--- config.mk ---
export PLATFORM = sky130hd
export DESIGN_NAME = rmw_seq
export DESIGN_NICKNAME = d
export VERILOG_FILES = /design/src/rtl/rmw_seq.sv
export SDC_FILE = /design/constraint.sdc
export NUM_CORES = 1
export LEC_CHECK = 0
export BUFFER_PORTS_ARGS = -buffer_cell sky130_fd_sc_hd__buf_2
export CAP_MARGIN = 0
export CORE_MARGIN = 1
export CORE_UTILIZATION = 55
export CTS_BUF_LIST = sky130_fd_sc_hd__clkbuf_4
export DETAILED_ROUTE_END_ITERATION = 16
export PLACE_DENSITY_LB_ADDON = 0.08
export SETUP_SLACK_MARGIN = 0.3
export SLEW_MARGIN = 10
export SYNTH_ARGS = -nofsm -noshare
export SYNTH_HDL_FRONTEND = slang
export SYNTH_SLANG_ARGS = --single-unit
--- constraint.sdc ---
create_clock -name clk -period 3.1 [get_ports clk]
set_input_delay 0.62 -clock clk [delete_from_list [all_inputs] [get_ports clk]]
set_output_delay 0.62 -clock clk [all_outputs]
set_load 0.005 [all_outputs]
--- src/rtl/rmw_seq.sv ---
module rmw_seq #(
  parameter int AW = 16,
  parameter int DW = 8
) (
  input  logic          clk,
  input  logic          rst_n,
  input  logic          start,
  input  logic [AW-1:0] base_addr,
  input  logic [DW-1:0] index,
  input  logic          indexed,
  input  logic [2:0]    op,
  input  logic          carry_in,
  output logic [AW-1:0] bus_addr,
  output logic [DW-1:0] bus_wdata,
  output logic          bus_we,
  input  logic [DW-1:0] bus_rdata,
  output logic          busy,
  output logic          done,
  output logic [DW-1:0] result,
  output logic          carry_out,
  output logic          zero,
  output logic          negative
);
  typedef enum logic [2:0] {S_IDLE, S_IDX, S_RD, S_WO, S_WM} state_t;

  state_t        st;
  logic [AW-1:0] base_q;
  logic [DW-1:0] idx_q, opnd_q, res_q, alu_r;
  logic [2:0]    op_q;
  logic          mode_q, cin_q, cout_q, done_q, alu_c;
  logic [AW-1:0] ea, part;

  assign ea   = mode_q ? base_q + AW'(idx_q) : base_q;
  assign part = {base_q[AW-1:DW], base_q[DW-1:0] + idx_q};

  always_comb begin
    alu_c = cin_q;
    case (op_q)
      3'd0: begin alu_r = {opnd_q[DW-2:0], 1'b0};  alu_c = opnd_q[DW-1]; end
      3'd1: begin alu_r = {opnd_q[DW-2:0], cin_q}; alu_c = opnd_q[DW-1]; end
      3'd2: begin alu_r = {1'b0, opnd_q[DW-1:1]};  alu_c = opnd_q[0]; end
      3'd3: begin alu_r = {cin_q, opnd_q[DW-1:1]}; alu_c = opnd_q[0]; end
      3'd4: alu_r = opnd_q - 1'b1;
      3'd5: alu_r = opnd_q + 1'b1;
      default: alu_r = opnd_q;
    endcase
  end

  always_ff @(posedge clk) begin
    if (!rst_n) begin
      st     <= S_IDLE;
      base_q <= '0;
      idx_q  <= '0;
      op_q   <= '0;
      mode_q <= 1'b0;
      cin_q  <= 1'b0;
      opnd_q <= '0;
      res_q  <= '0;
      cout_q <= 1'b0;
      done_q <= 1'b0;
    end else begin
      done_q <= (st == S_WM);
      case (st)
        S_IDLE: if (start) begin
          base_q <= base_addr;
          idx_q  <= index;
          op_q   <= op;
          mode_q <= indexed;
          cin_q  <= carry_in;
          st     <= indexed ? S_IDX : S_RD;
        end
        S_IDX: st <= S_RD;
        S_RD: begin
          opnd_q <= bus_rdata;
          st     <= S_WO;
        end
        S_WO: st <= S_WM;
        S_WM: begin
          res_q  <= alu_r;
          cout_q <= alu_c;
          st     <= S_IDLE;
        end
        default: st <= S_IDLE;
      endcase
    end
  end

  always_comb begin
    bus_addr  = '0;
    bus_wdata = '0;
    bus_we    = 1'b0;
    case (st)
      S_IDX: bus_addr = part;
      S_RD:  bus_addr = ea;
      S_WO: begin bus_addr = ea; bus_wdata = opnd_q; bus_we = 1'b1; end
      S_WM: begin bus_addr = ea; bus_wdata = alu_r;  bus_we = 1'b1; end
      default: ;
    endcase
  end

  assign busy      = (st != S_IDLE);
  assign done      = done_q;
  assign result    = res_q;
  assign carry_out = cout_q;
  assign zero      = (res_q == '0);
  assign negative  = res_q[DW-1];
endmodule

* Word-level counts from Yosys, hierarchy flattened
Index checks and enable logic that the tools add are counted.
Storage, ports and cells: flip-flop bits (word level) 50, logic and storage cells 42, bits of input ports 40
Cells by class: muxes and demuxes 9, equality and inequality tests 10, add/sub/neg operators 4, reduce and logical (&&, ||, !) cells 9
Operator list (number):
- 8-bit case mux with 6 select lines | 1
- 16-bit case mux with 2 select lines | 1
- 16-bit by 8-bit adder with 16-bit output | 1
- 16-bit 2-to-1 mux | 1
- 8-bit case mux with 2 select lines | 1
- 3-bit by 2-bit == test with 1-bit output (second input constant) | 4
- 3-bit case mux with 4 select lines | 1
- 3-bit == test (second input constant) | 3
- 8-bit by 1-bit adder with 8-bit output (second input constant) | 1
- 8-bit adder | 1
- 8-bit logical NOT | 1
- 8-bit by 1-bit subtractor with 8-bit output (second input constant) | 1
- 3-bit by 1-bit == test with 1-bit output (second input constant) | 2
- 3-bit logical NOT | 2
- 2-bit OR reduction | 3
- 3-bit 2-to-1 mux | 1
- 3-bit nonzero test | 1
- 3-bit OR reduction | 1
- 2-bit 2-to-1 mux | 1
- 2-bit inequality test (second input constant) | 1
- 1-bit case mux with 2 select lines | 1
- 2-bit AND reduction | 1
- 1-bit 2-to-1 mux | 1

* Depth between registers and ports, before layout
depth in word-level cells 3, gate-level depth with buffers 10, gate-level depth less buffers 10

* Worst setup path after synthesis
Ideal clock, no wire load.
kind register to output, start point reg op_q[2], end point out bus_wdata[6], data required time 2480 ps, path buffers 1, slack 498 ps, cell stages (with the launch flop) 10, data arrival time 1982 ps, cells stage by stage dfxtp_1 -> buf_2 -> nand3_1 -> ha_1 -> nor2b_1 -> o21ai_0 -> a21oi_1 -> mux2i_1 -> o31ai_1 -> nand2_1
Between the ends: cells in the longest elaborated chain, start to end 3
Ends and longest elaborated chain:
- start: declaration | RTL line 29 | logic [2:0] op_q;
- start signal: assignment | RTL line 67 | op_q <= op;
- 3-bit == test, or another cell as far along | RTL line 38 | case (op_q)
- 8-bit case mux with 6 select lines (*) | RTL line 38
- 8-bit case mux with 2 select lines (*) | RTL line 92 | case (st)
- end: declaration | RTL line 14 | output logic [DW-1:0] bus_wdata,
Mark *: on every way between the ends. The rest lies on a longest branch, timed or not.

* Final worst setup path
start point reg op_q[1], end point out bus_wdata[7]
The elaborated chain is that of the path after synthesis.

==> out/results.ini <==
[cells_and_area]
syn2layout_area_growth_pct = 33.5
drive_gt1_share_pct = 36.0
nets = 572
n_fill_cell = 393
multi_input_area_mm2 = 0.00226
antenna_cells = 0
seq_area_mm2 = 0.00102
final_core_util_pct = 78.7

[synthesis]
ys_seq_area_share_pct = 32.2
synth_area_leaders = dfxtp_1 32%, nand2_1 12%, a21oi_1 9.0%
synth_seq_cells = 50
synthTopCellsByCount = 101 x nand2_1, 56 x a21oi_1, 50 x dfxtp_1
yosys.area.top_type = dfxtp_1
synth_edf_count = 0
synth_nets = 474
synth_xor_area_share_pct = 1.98
synth_top_family_by_area = compound AO/OA/AOI/OAI gates
synthAdderAreaFrac_pct = 6.93
synthSimpleGateAreaFrac_pct = 23.3
netlist_area_mm2 = 0.00310
yosys_most_used_dff = dfxtp_1
synth_cells = 418
yosysTopAreaCellShare_pct = 32.2
ys_warn_count = 0
syn_avg_cell_area_um2 = 7.43
ys_async_sr_fraction_pct = 0
synthMuxAreaShare_pct = 5.00
synth_most_common_cell = nand2_1
yosysUniqueCellTypes = 52
synth_compound_area_share_pct = 25.7

[global_routing]
grtUsageTotal_pct = 28.7
grt_max_degree = 47
grt_overflow = 0
grt_pass1_vias = 3095
antenna_found_initial = 0
grt_pass1_wl_mm = 13.9

[worst_setup_path]
worstPathCellList = inv_2, nand3_4, buf_4, ha_4, o21ai_0, a21oi_1, o21ai_2, xnor2_2, a21oi_1, o21ai_0, buf_2
r2r_start = op_q[1]$_SDFFE_PN0P_
critPathCaptureType = output pin
criticalPathCategory = flop to output pin
slowest_delay_ns = 0.35
startpoint_type = flop
crit_arrival_ns = 2.44
ff2ff_path_depth = 15
critPathRequiredTime_ns = 2.48
reg2reg_to = result[6]$_SDFFE_PN0P_
slowest_stage = dfxtp_2
rrSetupSlack_ns = 0.63
crit_fanout = 5

[clocking]
cts_hold_buf = 0
cts.path.max_buffers = 2
clk_pin_slew_worst_paths_ns = 0.15
cts_root_buffer = clkbuf_4
cts_inserted_buffers = 5
clock_latency_ns = 0.38
cts_max_level = 2
cts_tree = done
cts_sinks = 50

[placement]
io_buffer_count = 77
dpl.hpwl_mm = 5.44
gp_congestion = 0.929

[detailed_routing]
wirelength_mm = 8.87
remaining_drc_errors = 0
drtPass1Iterations = 5
vias_per_cell = 5.87
ant_nets = 0
vias = 3444
drtIter0Drc = 212
wl_per_cell_um = 15.1

[floorplan]
die_x_um = 77.1
core_area_mm2 = 0.00527
ioPinCount = 78
rows = 26
start_util_pct = 58.9
die_area_mm2 = 0.00595
dieHeight_um = 77.1

[power]
power.leakage_nw = 1.82
power_mw = 1.55
power_density_mw_per_mm2 = 374
max-vdd-ir-drop_mv = 0.270

[sta]
slew_headroom_pct = 33.9
setup_viol = 0
worstMarginPinSlew_ns = 0.989
finalMaxSlewViolations = 0
rsz0062_at_grt = yes
max_freq_ghz = 0.327
hold_viol = 0
skew_ns = 0.0161
min_period_ns = 3.06
timing.final.crit_share_pct = 98.6

[min_path]
min_to = idx_q[0]$_SDFFE_PN0P_
hold_depth = 3
hold_path.class = input pin to flop
min_from = index[0]

[run]
cap_violations = 0

[run_status]
status = finished clean

cell families (layout without fill, tap and decap cells):
group | count (synthesis) | in the layout
compound gates | 131 | 131
xor+xnor | 7 | 7
fa+ha+maj | 16 | 16
buf+inv | 33 | 132
flops | 50 | 50
mux | 14 | 14
simple gates | 167 | 167
final cells by class:
| cell class | instances | share of cell area (%) |
|---|---|---|
| timing repair buffer | 115 | 16.7 |
| multi-input combinational | 335 | 54.5 |
| clock inverter | 2 | 0.211 |
| inverter | 9 | 0.815 |
| sequential | 50 | 24.7 |
| clock buffer | 6 | 1.09 |
| tap | 70 | 2.11 |
sequential cells by signal (all words and copies together) (netlist names):
name	flops
idx_q	8
st	3
result	8
op_q	3
mode_q	1
cin_q	1
carry_out	1
opnd_q	8
done	1
base_q	16
how the worst max path moves through the flow:
stage | start | end | cells past startpoint | slack [ns]
after CTS | op_q[0]$_SDFFE_PN0P_ | bus_wdata[6] | 10 | 0.12
final | op_q[1]$_SDFFE_PN0P_ | bus_wdata[7] | 11 | 0.04
after detailed placement | op_q[0]$_SDFFE_PN0P_ | bus_wdata[6] | 9 | 0.12
after floorplan | op_q[2]$_SDFFE_PN0P_ | bus_wdata[6] | 9 | 0.50
after global placement | op_q[1]$_SDFFE_PN0P_ | bus_wdata[5] | 9 | 0.22
after global routing | op_q[1]$_SDFFE_PN0P_ | bus_wdata[7] | 11 | -0.08
stage by stage:
| step | hold slack [ns] | instances | worst slack [ns] | setup TNS (ns) | area (um2) |
|---|---|---|---|---|---|
| 3_3_place_gp | 0.448 | 547 | 0.219 | 0 | 3510 |
| 5_1_grt | 0.439 | 587 | -0.0801 | -0.0993 | 4150 |
| 2_1_floorplan | 0.440 | 418 | 0.498 | 0 | 3100 |
| 3_5_place_dp | 0.452 | 547 | 0.120 | 0 | 3510 |
| 6_report | 0.443 | 587 | 0.0423 | 0 | 4150 |
| 4_1_cts | 0.452 | 575 | 0.123 | 0 | 3960 |
timing repair:
item,CTS,global route
endpoints found under the setup margin,23,23
pin swaps,29,23
resized for setup,56,19
buffers inserted,20,12
where the power goes:
part           total [mW]  internal, mW  switching (mW)
Combinational       0.501         0.233           0.268
Clock               0.308        0.0945           0.213
Sequential          0.741         0.684          0.0571
Total                1.55          1.01           0.539
cell usage in the layout, fill, tap and decap left out, types with 4 or more instances in the layout:
cell and count:
and2_1 4, nand2_1 100, buf_4 35, nor2_1 25, mux2i_1 11, or4_1 4, nand3_1 8, a31oi_1 6
buf_2 77, nor3_1 4, nand2b_1 4, a22o_1 7, a21oi_1 50, ha_4 11, dfxtp_1 39, a211oi_2 4
dfxtp_2 8, a21oi_2 7, o21ai_0 14, o21ai_1 7, a21o_1 9, inv_1 6, clkbuf_4 6
layer usage:
metal,GRT usage [%],share of wire (%),up-vias
met5,0,0,-
met3,4.76,6.3,21
li1,-,-,1666
met2,47.4,48,143
met4,7.17,2.3,0
met1,38.5,44,1614
critical path: cells and delay by family, from the launching register on:
kind	cells	cell delay, ns
xor gates and xnor gates	1	0.15
adders and majority gates	1	0.24
and+or+nand+nor	1	0.12
DFF	1	0.35
buffers and inverters	3	0.38
AOI/OAI and AO/OA	5	0.82
(Power assumes the default switching activity.)
